## src/rtl/tmr_cc_pkg.sv

```systemverilog
package tmr_cc_pkg;
  localparam int ADDR_W = 3;
  localparam int CTRL_W = 8;
  localparam int MODE_W = 5;
  localparam int FLAG_N = 3;
  localparam int FL_CMP1 = 0;
  localparam int FL_CMP2 = 1;
  localparam int FL_CAP  = 2;

  typedef enum logic [ADDR_W-1:0] {
    A_CTRL = 3'd0,
    A_MODE = 3'd1,
    A_CMP1 = 3'd2,
    A_CMP2 = 3'd3,
    A_CAP  = 3'd4,
    A_CNT  = 3'd5,
    A_STAT = 3'd6
  } reg_addr_e;

  typedef struct packed {
    logic irq_en;
    logic pen2;
    logic pen1;
    logic frc2;
    logic frc1;
    logic lvl2;
    logic lvl1;
    logic cap_rise;
  } ctrl_t;

  typedef struct packed {
    logic gpio2;
    logic gpio1;
    logic opm;
    logic pwm;
    logic cnt_en;
  } mode_t;
endpackage

```

## src/rtl/tmr_cc_count.sv

```systemverilog
module tmr_cc_count #(
  parameter int W = 16
) (
  input  logic         clk_i,
  input  logic         rst_ni,
  input  logic         en_i,
  input  logic         pwm_i,
  input  logic         restart_i,
  input  logic [W-1:0] cmp1_i,
  input  logic [W-1:0] cmp2_i,
  output logic [W-1:0] cnt_o,
  output logic         m1_o,
  output logic         m2_o
);
  logic [W-1:0] cnt_q;

  assign m1_o  = en_i && (cnt_q == cmp1_i);
  assign m2_o  = en_i && (cnt_q == cmp2_i);
  assign cnt_o = cnt_q;

  always_ff @(posedge clk_i or negedge rst_ni) begin
    if (!rst_ni)                cnt_q <= '0;
    else if (en_i) begin
      if ((pwm_i && m2_o) || restart_i) cnt_q <= '0;
      else                              cnt_q <= cnt_q + 1'b1;
    end
  end

  p_hold_r7: assert property (@(posedge clk_i) disable iff (!rst_ni)
    !en_i |=> $stable(cnt_q));
  p_step_r7: assert property (@(posedge clk_i) disable iff (!rst_ni)
    (en_i && !(pwm_i && m2_o) && !restart_i) |=> cnt_q == W'($past(cnt_q) + 1'b1));
  p_reload_r8: assert property (@(posedge clk_i) disable iff (!rst_ni)
    (pwm_i && m2_o) |=> cnt_q == '0);
  p_restart_r9: assert property (@(posedge clk_i) disable iff (!rst_ni)
    (en_i && restart_i) |=> cnt_q == '0);
endmodule

```

## src/rtl/tmr_cc_capture.sv

```systemverilog
module tmr_cc_capture #(
  parameter int W = 16
) (
  input  logic         clk_i,
  input  logic         rst_ni,
  input  logic         cap_i,
  input  logic         rise_sel_i,
  input  logic [W-1:0] cnt_i,
  output logic         evt_o,
  output logic [W-1:0] cap_o
);
  logic [2:0]   sync_q;  // [0],[1] synchronizer, [2] previous sample
  logic [W-1:0] cap_q;

  always_ff @(posedge clk_i or negedge rst_ni) begin
    if (!rst_ni) sync_q <= '0;
    else         sync_q <= {sync_q[1:0], cap_i};
  end

  assign evt_o = rise_sel_i ? (sync_q[1] & ~sync_q[2]) : (~sync_q[1] & sync_q[2]);

  always_ff @(posedge clk_i or negedge rst_ni) begin
    if (!rst_ni)    cap_q <= '0;
    else if (evt_o) cap_q <= cnt_i;
  end

  assign cap_o = cap_q;

  p_latch_r6: assert property (@(posedge clk_i) disable iff (!rst_ni)
    evt_o |=> cap_q == $past(cnt_i));
  p_keep_r6: assert property (@(posedge clk_i) disable iff (!rst_ni)
    !evt_o |=> $stable(cap_q));
endmodule

```

## src/rtl/tmr_cc_wave.sv

```systemverilog
module tmr_cc_wave (
  input  logic clk_i,
  input  logic rst_ni,
  input  logic lvl1_i,
  input  logic lvl2_i,
  input  logic frc1_i,
  input  logic frc2_i,
  input  logic pwm_i,
  input  logic opm_i,
  input  logic m1_i,
  input  logic m2_i,
  input  logic start_i,
  output logic tq1_o,
  output logic tq2_o
);
  logic tq1_q, tq2_q;

  always_ff @(posedge clk_i or negedge rst_ni) begin
    if (!rst_ni)          tq1_q <= 1'b0;
    else if (frc1_i)      tq1_q <= lvl1_i;
    else if (opm_i) begin
      if (start_i)        tq1_q <= lvl1_i;
      else if (m1_i)      tq1_q <= lvl2_i;
    end else if (pwm_i) begin
      if (m1_i)           tq1_q <= lvl1_i;
      else if (m2_i)      tq1_q <= lvl2_i;
    end else if (m1_i)    tq1_q <= lvl1_i;
  end

  always_ff @(posedge clk_i or negedge rst_ni) begin
    if (!rst_ni)          tq2_q <= 1'b0;
    else if (frc2_i || m2_i) tq2_q <= lvl2_i;
  end

  assign tq1_o = tq1_q;
  assign tq2_o = tq2_q;

  p_force1_r5: assert property (@(posedge clk_i) disable iff (!rst_ni)
    frc1_i |=> tq1_q == $past(lvl1_i));
  p_force2_r5: assert property (@(posedge clk_i) disable iff (!rst_ni)
    frc2_i |=> tq2_q == $past(lvl2_i));
  p_cmp1_r2: assert property (@(posedge clk_i) disable iff (!rst_ni)
    (m1_i && !frc1_i && !opm_i) |=> tq1_q == $past(lvl1_i));
  p_cmp2_r3: assert property (@(posedge clk_i) disable iff (!rst_ni)
    m2_i |=> tq2_q == $past(lvl2_i));
  p_start_r9: assert property (@(posedge clk_i) disable iff (!rst_ni)
    (opm_i && start_i && !frc1_i) |=> tq1_q == $past(lvl1_i));
endmodule

```

## src/rtl/tmr_cc_pin.sv

```systemverilog
module tmr_cc_pin (
  input  logic en_i,
  input  logic tq_i,
  input  logic gpio_i,
  output logic pin_o
);
  assign pin_o = en_i ? tq_i : gpio_i;
endmodule

```

## src/rtl/tmr_cc_unit.sv

```systemverilog
module tmr_cc_unit
  import tmr_cc_pkg::*;
#(
  parameter int CNT_W = 16
) (
  input  logic             clk_i,
  input  logic             rst_ni,
  input  logic             wr_en_i,
  input  logic [2:0]       wr_addr_i,
  input  logic [CNT_W-1:0] wr_data_i,
  input  logic [2:0]       rd_addr_i,
  output logic [CNT_W-1:0] rd_data_o,
  input  logic             cap_i,
  output logic             cmp1_pin_o,
  output logic             cmp2_pin_o,
  output logic             irq_o
);
  localparam int CTRL_PAD = CNT_W - CTRL_W;
  localparam int MODE_PAD = CNT_W - MODE_W;
  localparam int FLAG_PAD = CNT_W - FLAG_N;
  localparam int PIN_N    = 2;

  ctrl_t             ctrl_q;
  mode_t             mode_q;
  logic [CNT_W-1:0]  cmp1_q, cmp2_q, cnt_w, cap_w;
  logic [FLAG_N-1:0] flag_q, flag_d;
  logic              m1_w, m2_w, evt_w, tq1_w, tq2_w;
  logic [PIN_N-1:0]  pen_w, tq_w, gpio_w, pin_w;
  reg_addr_e         wa, ra;

  assign wa = reg_addr_e'(wr_addr_i);
  assign ra = reg_addr_e'(rd_addr_i);

  always_ff @(posedge clk_i or negedge rst_ni) begin
    if (!rst_ni) begin
      ctrl_q <= '0;
      mode_q <= '0;
      cmp1_q <= '1;
      cmp2_q <= '1;
    end else if (wr_en_i) begin
      case (wa)
        A_CTRL:  ctrl_q <= ctrl_t'(wr_data_i[CTRL_W-1:0]);
        A_MODE:  mode_q <= mode_t'(wr_data_i[MODE_W-1:0]);
        A_CMP1:  cmp1_q <= wr_data_i;
        A_CMP2:  cmp2_q <= wr_data_i;
        default: ;
      endcase
    end
  end

  tmr_cc_count #(.W(CNT_W)) u_count (
    .clk_i     (clk_i),
    .rst_ni    (rst_ni),
    .en_i      (mode_q.cnt_en),
    .pwm_i     (mode_q.pwm),
    .restart_i (mode_q.opm & evt_w),
    .cmp1_i    (cmp1_q),
    .cmp2_i    (cmp2_q),
    .cnt_o     (cnt_w),
    .m1_o      (m1_w),
    .m2_o      (m2_w)
  );

  tmr_cc_capture #(.W(CNT_W)) u_capture (
    .clk_i      (clk_i),
    .rst_ni     (rst_ni),
    .cap_i      (cap_i),
    .rise_sel_i (ctrl_q.cap_rise),
    .cnt_i      (cnt_w),
    .evt_o      (evt_w),
    .cap_o      (cap_w)
  );

  tmr_cc_wave u_wave (
    .clk_i   (clk_i),
    .rst_ni  (rst_ni),
    .lvl1_i  (ctrl_q.lvl1),
    .lvl2_i  (ctrl_q.lvl2),
    .frc1_i  (ctrl_q.frc1),
    .frc2_i  (ctrl_q.frc2),
    .pwm_i   (mode_q.pwm),
    .opm_i   (mode_q.opm),
    .m1_i    (m1_w),
    .m2_i    (m2_w),
    .start_i (evt_w & mode_q.cnt_en),
    .tq1_o   (tq1_w),
    .tq2_o   (tq2_w)
  );

  assign pen_w  = {ctrl_q.pen2, ctrl_q.pen1};
  assign tq_w   = {tq2_w, tq1_w};
  assign gpio_w = {mode_q.gpio2, mode_q.gpio1};

  for (genvar i = 0; i < PIN_N; i++) begin : g_pin
    tmr_cc_pin u_pin (
      .en_i   (pen_w[i]),
      .tq_i   (tq_w[i]),
      .gpio_i (gpio_w[i]),
      .pin_o  (pin_w[i])
    );
  end

  assign cmp1_pin_o = pin_w[0];
  assign cmp2_pin_o = pin_w[1];

  // set beats a clear written in the same cycle
  always_comb begin
    flag_d = flag_q;
    if (wr_en_i && wa == A_STAT) flag_d = flag_d & ~wr_data_i[FLAG_N-1:0];
    flag_d[FL_CMP1] = flag_d[FL_CMP1] | m1_w;
    flag_d[FL_CMP2] = flag_d[FL_CMP2] | m2_w;
    flag_d[FL_CAP]  = flag_d[FL_CAP]  | evt_w;
  end

  always_ff @(posedge clk_i or negedge rst_ni) begin
    if (!rst_ni) flag_q <= '0;
    else         flag_q <= flag_d;
  end

  assign irq_o = ctrl_q.irq_en & (|flag_q);

  always_comb begin
    case (ra)
      A_CTRL:  rd_data_o = {{CTRL_PAD{1'b0}}, ctrl_q};
      A_MODE:  rd_data_o = {{MODE_PAD{1'b0}}, mode_q};
      A_CMP1:  rd_data_o = cmp1_q;
      A_CMP2:  rd_data_o = cmp2_q;
      A_CAP:   rd_data_o = cap_w;
      A_CNT:   rd_data_o = cnt_w;
      A_STAT:  rd_data_o = {{FLAG_PAD{1'b0}}, flag_q};
      default: rd_data_o = '0;
    endcase
  end

  p_sticky_r10: assert property (@(posedge clk_i) disable iff (!rst_ni)
    (flag_q[FL_CMP1] && !(wr_en_i && wa == A_STAT && wr_data_i[FL_CMP1])) |=> flag_q[FL_CMP1]);
  p_clear_r10: assert property (@(posedge clk_i) disable iff (!rst_ni)
    (wr_en_i && wa == A_STAT && wr_data_i[FL_CAP] && !evt_w) |=> !flag_q[FL_CAP]);
  p_evt_flag_r10: assert property (@(posedge clk_i) disable iff (!rst_ni)
    m2_w |=> flag_q[FL_CMP2]);
  p_irq_r11: assert property (@(posedge clk_i) disable iff (!rst_ni)
    (ctrl_q.irq_en && flag_q != '0) |-> irq_o);
endmodule

```

## config.mk

```make
export PLATFORM = sky130hd
export DESIGN_NAME = tmr_cc_unit
export DESIGN_NICKNAME = d
export VERILOG_FILES = /design/src/rtl/tmr_cc_pkg.sv /design/src/rtl/tmr_cc_count.sv /design/src/rtl/tmr_cc_capture.sv /design/src/rtl/tmr_cc_wave.sv /design/src/rtl/tmr_cc_pin.sv /design/src/rtl/tmr_cc_unit.sv
export SDC_FILE = /design/constraint.sdc
export NUM_CORES = 1
export LEC_CHECK = 0
export CAP_MARGIN = 20
export CORE_UTILIZATION = 53
export DETAILED_ROUTE_END_ITERATION = 6
export GPL_ROUTABILITY_DRIVEN = 0
export GPL_TIMING_DRIVEN = 0
export PLACE_DENSITY = 0.82
export SKIP_CTS_REPAIR_TIMING = 1
export SYNTH_ARGS = -nofsm -noshare
export SYNTH_HDL_FRONTEND = slang
export SYNTH_HIERARCHICAL = 1
export SYNTH_SLANG_ARGS = --single-unit
export TNS_END_PERCENT = 100
```

## constraint.sdc

```tcl
create_clock -name clk_i -period 2 [get_ports clk_i]
set_input_delay 0.4 -clock clk_i [delete_from_list [all_inputs] [get_ports clk_i]]
set_output_delay 0.4 -clock clk_i [all_outputs]
set_load 0.02 [all_outputs]
```

== Yosys cells after proc, flatten, opt, wreduce, memory -nomap -nowiden ==
Cells that the tools add are included.

* Flip-flop bits (word level): 85
* Logic and storage cells: 77

* Add/subtract/negate cells: 1
* Equality and inequality tests: 13
* Multiplexer cells: 14
* Bitwise operators: 12
* Reduce and logical (&&, ||, !) cells: 16

{| class="wikitable"
|+ Operators with widths
! cell !! number
|-
| $pmux 16 s7 || 1
|-
| $eq 16x16->1 || 2
|-
| $add 16x1->16 const B || 1
|-
| $mux 16 || 1
|-
| $eq 3x2->1 const B || 4
|-
| $eq 3x3->1 const B || 4
|-
| $mux 1 || 11
|-
| $reduce_and 2->1 || 4
|-
| $reduce_bool 4->1 || 2
|-
| $eq 3x1->1 const B || 2
|-
| $logic_not 3->1 || 2
|-
| $and 1x1->1 || 5
|-
| $logic_and 1x1->1 || 4
|-
| $ne 4x2->1 const B || 1
|-
| $and 3x3->3 || 1
|-
| $mux 3 || 1
|-
| $not 3->3 || 1
|-
| $or 1x1->1 || 3
|-
| $reduce_and 3->1 || 1
|-
| $reduce_or 3->1 || 1
|-
| $logic_or 1x1->1 || 2
|-
| $not 1->1 || 2
|}

== Logic depth before layout (Yosys ltp) ==
Gate-level depths: netlist of run 1.

* Depth after elaboration: 7
* Mapped depth: 9

== Hierarchy ==
Netlist of run 1, hierarchy kept.

{| class="wikitable"
|+ By module, submodules not included
! module !! instances !! cells an instance !! area an instance (um2)
|-
| tmr_cc_unit || 1 || 194 || 2537.4
|-
| tmr_cc_count || 1 || 146 || 1331.3
|-
| tmr_cc_capture || 1 || 151 || 1325.0
|-
| tmr_cc_wave || 1 || 15 || 142.6
|-
| tmr_cc_pin || 2 || 1 || 15.0
|}

== Worst setup path before layout of run 1 ==
No wires, ideal clock.

* Path kind: in2out
* From: in rd_addr_i[0]
* To: out rd_data_o[1]
* Data arrival time: 1.757 ns
* Path slack: -0.157 ns
* Stages on the path: 4
* Path through: buf_2 > buf_4 > buf_4 > o311ai_0

* Cells in the longest elaborated chain, start to end: 2
* Elaborated cells on any way between the ends: 8

{| class="wikitable"
|+ Ends and longest elaborated chain
! element !! RTL line !! source
|-
| start, declared || tmr_cc_unit.sv:11 || <nowiki>input logic [2:0] rd_addr_i,</nowiki>
|-
| $eq 3x3->1 (tied with other cells) || tmr_cc_unit.sv:123 || <nowiki>case (ra)</nowiki>
|-
| $pmux 16 s7 (*) || tmr_cc_unit.sv:123 ||
|-
| end, declared || tmr_cc_unit.sv:12 || <nowiki>output logic [CNT_W-1:0] rd_data_o,</nowiki>
|}

Every way passes the cells marked *; elsewhere a longest branch is shown, timed or not.

== Final worst setup path of run 1 ==
* From: reg u_count.cnt_q[10], in the netlist u_count/cnt_o[10]
* To: reg u_wave.tq1_q, in the netlist u_wave/tq1_o

* Elaborated cells on any way between the ends: 12

{| class="wikitable"
|+ RTL lines
! element !! RTL line !! source
|-
| start, declared || tmr_cc_count.sv:15 || <nowiki>logic [W-1:0] cnt_q;</nowiki>
|-
| start signal, assigned || tmr_cc_count.sv:25 || <nowiki>else cnt_q <= cnt_q + 1'b1;</nowiki>
|-
| $eq 16x16->1 || tmr_cc_count.sv:18 || <nowiki>assign m2_o = en_i && (cnt_q == cmp2_i);</nowiki>
|-
| $logic_and 1x1->1 || tmr_cc_count.sv:18 ||
|-
| named net m2_w || tmr_cc_unit.sv:27 || <nowiki>logic m1_w, m2_w, evt_w, tq1_w, tq2_w;</nowiki>
|-
| $reduce_bool 4->1 (no line) || - ||
|-
| $reduce_and 3->1 (no line) || - ||
|-
| end signal, assigned || tmr_cc_wave.sv:20 || <nowiki>else if (frc1_i) tq1_q <= lvl1_i;</nowiki>
|-
| end signal, assigned || tmr_cc_wave.sv:22 || <nowiki>if (start_i) tq1_q <= lvl1_i;</nowiki>
|-
| end signal, assigned || tmr_cc_wave.sv:23 || <nowiki>else if (m1_i) tq1_q <= lvl2_i;</nowiki>
|-
| end, declared || tmr_cc_wave.sv:16 || <nowiki>logic tq1_q, tq2_q;</nowiki>
|}

The timed path passes the listed nets, and every way through them passes these cells.
A chain may end at the register's enable or synchronous reset.

==> results of run 1 <==
final cells by class:
type                       instances  area (sq um)
inverter                           9          33.8
clock inverter                     3          20.0
sequential                        85          2180
tap                              133           166
multi-input combinational        368          3080
buffer                            44           358
timing repair buffer              70           618
fill                             694          3160
clock buffer                      13           159
worst register-to-register path, stage by stage, from the launching register on:
cell      delay (ps)
dfrtp_1          540
inv_2             80
a221o_1          460
nor3_2           300
and2_4           220
nand2_2           60
o2111a_1         220
a31oi_1          140
sequential cells by signal, summed over array words and instances (netlist names):
name	flops
mode_q	3
gpio_w	2
cmp2_q	16
u_wave/tq2_o	1
u_capture/sync_q	3
u_capture/cap_o	16
ctrl_q	8
u_count/cnt_o	16
flag_q	3
cmp1_q	16
u_wave/tq1_o	1
worst max-delay path by stage:
stage / cells past startpoint / slack, ps / from / to
after floorplan: 8 / -9 / u_capture/sync_q[1] / u_wave/tq1_o
after global placement: 1 / -2290 / rst_ni / ctrl_q[5]
after detailed placement: 6 / -1010 / rd_addr_i[2] / rd_data_o[10]
after CTS: 6 / -1020 / rd_addr_i[2] / rd_data_o[10]
after global routing: 7 / -140 / u_count/cnt_o[10] / u_wave/tq1_o
final: 7 / -80 / u_count/cnt_o[10] / u_wave/tq1_o
routing by layer:
metal	routed length [um]	part of all wire, %
met4	687	4.4
met5	0	0
met2	7400	48
met3	1040	6.7
met1	6320	41
through the flow:
stage	setup TNS [ps]	util, %	cell area (sq um)	instances	total power, W
detailed placement	-19550	61.9	6050	684	0.00484
global route	-476	67.7	6620	725	0.00655
floorplan	-9.04	-	5440	508	0.00409
global placement	-182160	61.6	6020	683	0.00471
finish	-102	67.7	6620	725	0.00627
CTS	-18350	63.7	6230	700	0.00596
logic make-up after synthesis:
group                      Yosys count
and+or+nand+nor                    142
AOI/OAI and AO/OA                  117
DFF                                 85
muxes                               67
buffers and inverters               55
xor gates and xnor gates            41
adders and majority gates            1
cell usage in the layout (no fill, tap or decap), types with 4 or more instances in the layout:
master            n
mux2_2           52
dfrtp_1          43
buf_4            39
nor2b_1          35
xnor2_1          33
dfstp_2          32
o21ai_0          28
nor3_1           21
clkdlybuf4s50_1  21
nor3b_1          16
o311a_1          16
buf_6            15
nand2_1          13
clkbuf_8         13
clkbuf_2         11
mux2i_1          11
dfrtp_2          10
a211oi_1         10
a21oi_1           9
nand4_1           9
a221oi_1          8
a22oi_1           8
inv_1             8
clkbuf_4          7
nand3_1           7
buf_2             7
clkbuf_1          7
a221o_1           6
nor2_1            6
o21ai_1           5
a211oi_2          5
mux2_4            4
or3b_4            4
xor2_1            4
report_power, final:
| part | internal (W) | switching [W] | total, W |
|---|---|---|---|
| combinational | 0.00124 | 0.00116 | 0.00240 |
| sequential | 0.00222 | 0.000519 | 0.00274 |
| clock | 0.000521 | 0.000605 | 0.00113 |
| total | 0.00399 | 0.00228 | 0.00627 |
==> summary.md, run 1 <==
| Metric | Value |
|---|---|
| Vias in the first global route | `4,259` |
| Worst vdd ir | `0.665 mV` |
| Main combinational cell family by area after synthesis | `simple AND/OR/NAND/NOR gates` |
| Reg2reg path depth | `7` |
| Post-Synthesis Mean Instance Area | `10.6 sq um` |
| CTS Sinks | `85` |
| Slowest-stage cell, CP | `dfrtp_1` |
| DR pass1 iterations | `5` |
| Initial antenna violation count | `0` |
| Clock-pin slew on the worst setup and hold paths | `90 ps` |
| CP startpoint kind | `flip-flop` |
| Outcome | `finished, violations left` |
| Hold Path Sink | `u_capture/sync_q[1]` |
| Setup ws final | `-84.4 ps` |
| Final setup vio count | `3` |
| Synth Area in Adders | `0.233%` |
| Leakage | `2.62 nW` |
| Worst-Margin Slew | `632 ps` |
| GR Util met3 | `3.93%` |
| Ant. Diodes | `0` |
| Max stage delay on crit path | `540 ps` |
| Global-route wire length before repair | `22,900 um` |
| Iteration-0 DRC Markers | `421` |
| Simple-gate portion of the synthesized area | `17.1%` |
| Ys Warns | `6` |
| Synth Flop Type | `dfrtp_1` |
| Post-synth EDFFs | `0` |
| Max Cap Viol | `0` |
| Endpoints failing hold | `0` |
| Synthesized area | `0.00537 sq mm` |
| Seq cells post-synth | `85` |
| Critical Path Fanout Max | `8` |
| Maximum root-to-sink buffer count | `2` |
| Most frequent cell after synthesis | `mux2_2` |
| Synth unique cells | `56` |
| Ratio of cells with drive above 1 in the final layout | `39.9%` |
| Hold_ws | `365 ps` |
| CTS Buf Count | `9` |
| Root Driver | `clkbuf_8` |
| Htree depth | `3` |
| Die area | `0.0105 sq mm` |
| Drc violations | `0` |
| Global Route met1 Usage | `39.5%` |
| GRT Max-Usage Layer | `met2` |
| Hold Crit Class | `reg -> reg` |
| Asr flop ratio synth | `100%` |
| Reg2reg setup slack | `-80 ps` |
| Slew headroom | `57.7%` |
| Min Tclk post-route | `2080 ps` |
| Mapped Nets | `535` |
| Final Net Count | `614` |
| Layout area overhead | `23.3%` |
| Io pins | `45` |
| Mapped Cells | `508` |
| Routed WL | `15,500 um` |
| Leading area contributor after synthesis | `dfrtp_1` |
| Clock skew | `9.58 ps` |
| Slew Viols, Final | `0` |
| Worst endpoint required time | `2290 ps` |
| Top cell type's share of synthesized area | `24.7%` |
| Setup crit end kind | `flip-flop` |
| PwrDens | `948 mW/mm^2` |
| Area contributors post-synth | `dfrtp_1 25%, dfstp_2 16%, mux2_2 11%, xnor2_1 5.7%, nor2b_1 4.3%` |
| Share of synthesized area occupied by flip-flops and latches | `40.4%` |
| CP Cell Sequence | `inv_2, a221o_1, nor3_2, and2_4, nand2_2, o2111a_1, a31oi_1` |
| Cell Rows | `36` |
| Gr usage total | `29.2%` |
| Reg2reg start | `u_count/cnt_o[10]` |
| Worst endpoint data arrival time | `2370 ps` |
| Failing checks | `setup timing` |
| Tcrit/Tclk final | `104%` |
| Met2 GRT Util | `45.1%` |
| Worst Hold Depth | `0` |
| Dpl ws | `-1010 ps` |
| Synth top cells by count | `54 x mux2_2, 53 x dfrtp_1, 37 x nor2b_1` |
| DP HPWL | `10,800 um` |
| Die X | `103 um` |
| Area fraction in compound gates after synthesis | `15.9%` |
| GRT overflow | `0` |
| Mux cell area share after synthesis | `13.9%` |
| Post-route ant nets | `0` |
| Largest net degree at the start of global routing | `60` |
| Fmax | `480 MHz` |
| RSZ-0062 raised after global routing | `yes` |
| R2R Path End | `u_wave/tq1_o` |
| Post-Synth XOR/XNOR Area | `6.69%` |
| CTS tree | `done` |
| Worst-Skew Late Latency | `360 ps` |
| Die height | `103 um` |
| Initial Util | `54.9%` |
| IO buf count | `42` |
| Per-cell routed wire length | `21.3 um` |
| Hold wc startpoint | `u_capture/sync_q[0]` |
| Vias per inst | `6.48` |
| Area of the core | `0.00977 sq mm` |
| Crit Path Class | `reg -> reg` |
| Cell family with most CP delay | `compound AO/OA/AOI/OAI gates` |
| Vias after detailed routing | `4,696` |
| Buf/Inv on CP | `1` |
Note: power is estimated with default switching activity, not from simulation.
==> inputs of run 2 (changes only) <==
- CTS_CLUSTER_SIZE: unset -> 12
- MAX_ROUTING_LAYER: unset -> met4
==> summary.md, run 2 (synthesized netlist as in run 1, its figures left out) <==
| Metric | Value |
|---|---|
| Worst vdd ir | `0.660 mV` |
| Total power | `0.00633 W` |
| Clock-pin slew on the worst setup and hold paths | `90 ps` |
| Iteration-0 DRC Markers | `416` |
| Global-route wire length before repair | `22,900 um` |
| Slew headroom | `57.6%` |
| Vias per inst | `6.40` |
| Endpoints failing hold | `0` |
| Worst-Skew Late Latency | `370 ps` |
| Filler cells | `674` |
| Root Driver | `clkbuf_8` |
| Die height | `103 um` |
| Setup ws final | `-95.1 ps` |
| Per-cell routed wire length | `21.2 um` |
| CTS Buf Count | `9` |
| Hold Crit Class | `reg -> reg` |
| Ant. Diodes | `0` |
| Post-route ant nets | `0` |
| Tcrit/Tclk final | `105%` |
| Largest net degree at the start of global routing | `60` |
| Routed WL | `15,500 um` |
| Dpl ws | `-1010 ps` |
| Io pins | `45` |
| CTS tree | `done` |
| Crit Path Class | `reg -> reg` |
| Max Cap Viol | `0` |
| Fmax | `477 MHz` |
| Combinational power share | `39.0%` |
| Worst-Margin Slew | `633 ps` |
| Clock share of power | `17.8%` |
| Worst endpoint data arrival time | `2390 ps` |
| Critical Path Fanout Max | `8` |
| Maximum root-to-sink buffer count | `2` |
| Htree depth | `3` |
| CP startpoint kind | `flip-flop` |
| DP HPWL | `10,800 um` |
| Gr usage total | `30.1%` |
| Vias in the first global route | `4,286` |
| RSZ-0062 raised after global routing | `yes` |
| Drc violations | `0` |
| Switching power | `0.00230 W` |
| Die X | `103 um` |
| Outcome | `finished, violations left` |
| Die area | `0.0105 sq mm` |
| Initial Util | `54.9%` |
| IO buf count | `42` |
| Max stage delay on crit path | `550 ps` |
| Non-Filler Instances | `731` |
| Cell Int Power | `0.00403 W` |
| Fin util | `68.5%` |
| Min Tclk post-route | `2100 ps` |
| Clock skew | `13.9 ps` |
| Slew Viols, Final | `0` |
| Slowest-stage cell, CP | `dfrtp_1` |
| Leakage | `2.70 nW` |
| DR pass1 iterations | `5` |
| CP Cell Sequence | `inv_2, a221o_1, nor3_2, and2_4, nand2_2, o2111a_1, a31oi_1` |
| Ratio of cells with drive above 1 in the final layout | `40.0%` |
| Initial antenna violation count | `0` |
| Failing checks | `setup timing` |
| Setup crit end kind | `flip-flop` |
| Commonest non-fill, non-tap cells in the layout | `50 x mux2_2, 43 x dfrtp_1, 42 x buf_4, 35 x nor2b_1, 33 x xnor2_1` |
| Vias after detailed routing | `4,676` |
| Layout area overhead | `24.8%` |
| Final Net Count | `620` |
| GRT overflow | `0` |
| Worst endpoint required time | `2300 ps` |
| PwrDens | `945 mW/mm^2` |
| Most common cell after layout, fill and taps aside | `mux2_2` |
| Area of the core | `0.00977 sq mm` |
| Final setup vio count | `3` |
| CTS Sinks | `85` |
| Switching Fraction | `36.3%` |
| Placed instance count | `684` |
| Sequential share of power | `43.3%` |
| Cell Rows | `36` |
run 2: cell count changes in the layout (fill, tap and decap cells not counted):
cell,change
buf_4,+3
dlymetal6s2s_1,+3
clkbuf_2,-2
mux2_2,-2
mux2_4,+2
a211oi_1,+1
a211oi_2,-1
buf_6,+1
clkbuf_4,+1
xor2_1,-1
xor2_2,+1
run 2: per-layer routing:
layer  part of all wire (%)  vias to the layer above  routed length, um  GRT usage (%)
met5                      0                        -                  0              -
met4                    4.6                        0                704           16.4
met3                    6.5                       64               1010           4.20
met2                     47                      251               7330           45.5
met1                     42                     2306               6420           39.2
li1                       -                     2055                  -              -
run 2: worst paths after layout:
check                                          from                  end  slack (ps)  cells after the start
worst max-delay path              u_count/cnt_o[10]         u_wave/tq1_o        -100                      7
worst min-delay path            u_capture/sync_q[0]  u_capture/sync_q[1]         370                      0
worst max register to register    u_count/cnt_o[10]         u_wave/tq1_o        -100                      7
worst min register to register  u_capture/sync_q[0]  u_capture/sync_q[1]         370                      0
max in group asynchronous                    rst_ni            cmp1_q[9]         830                      3
min in group asynchronous                    rst_ni   u_capture/cap_o[2]         510                      2
run 2: critical path: cells and delay by family (launching register included):
kind / cells / cell delay [ps]
compound gates: 3 / 810
simple gates: 3 / 590
buf+inv: 1 / 70
flops: 1 / 550
run 2: layout make-up:
cell class	instances	area (sq um)	share of cell area (%)
clock buffer	13	159	2.37
buffer	44	362	5.40
timing repair buffer	76	683	10.2
clock inverter	3	20.0	0.299
tap	133	166	2.49
inverter	9	33.8	0.504
multi-input combinational	368	3090	46.2
sequential	85	2180	32.5
run 2: per-stage QoR:
stage	TNS, ps	hold slack, ps	area (sq um)
6_report	-144	368	6700
5_1_grt	-661	382	6700
4_1_cts	-18350	-41.8	6230
2_1_floorplan	-9.04	104	5440
3_3_place_gp	-182160	341	6020
3_5_place_dp	-19550	350	6050
run 2: power by group through the flow:
stage          Sequential (W)  Clock (W)  Combinational (W)
3_3_place_gp          0.00271          0            0.00200
5_1_grt               0.00278    0.00121            0.00262
2_1_floorplan         0.00255          0            0.00154
3_5_place_dp          0.00275          0            0.00208
6_report              0.00274    0.00113            0.00247
4_1_cts               0.00272    0.00114            0.00210
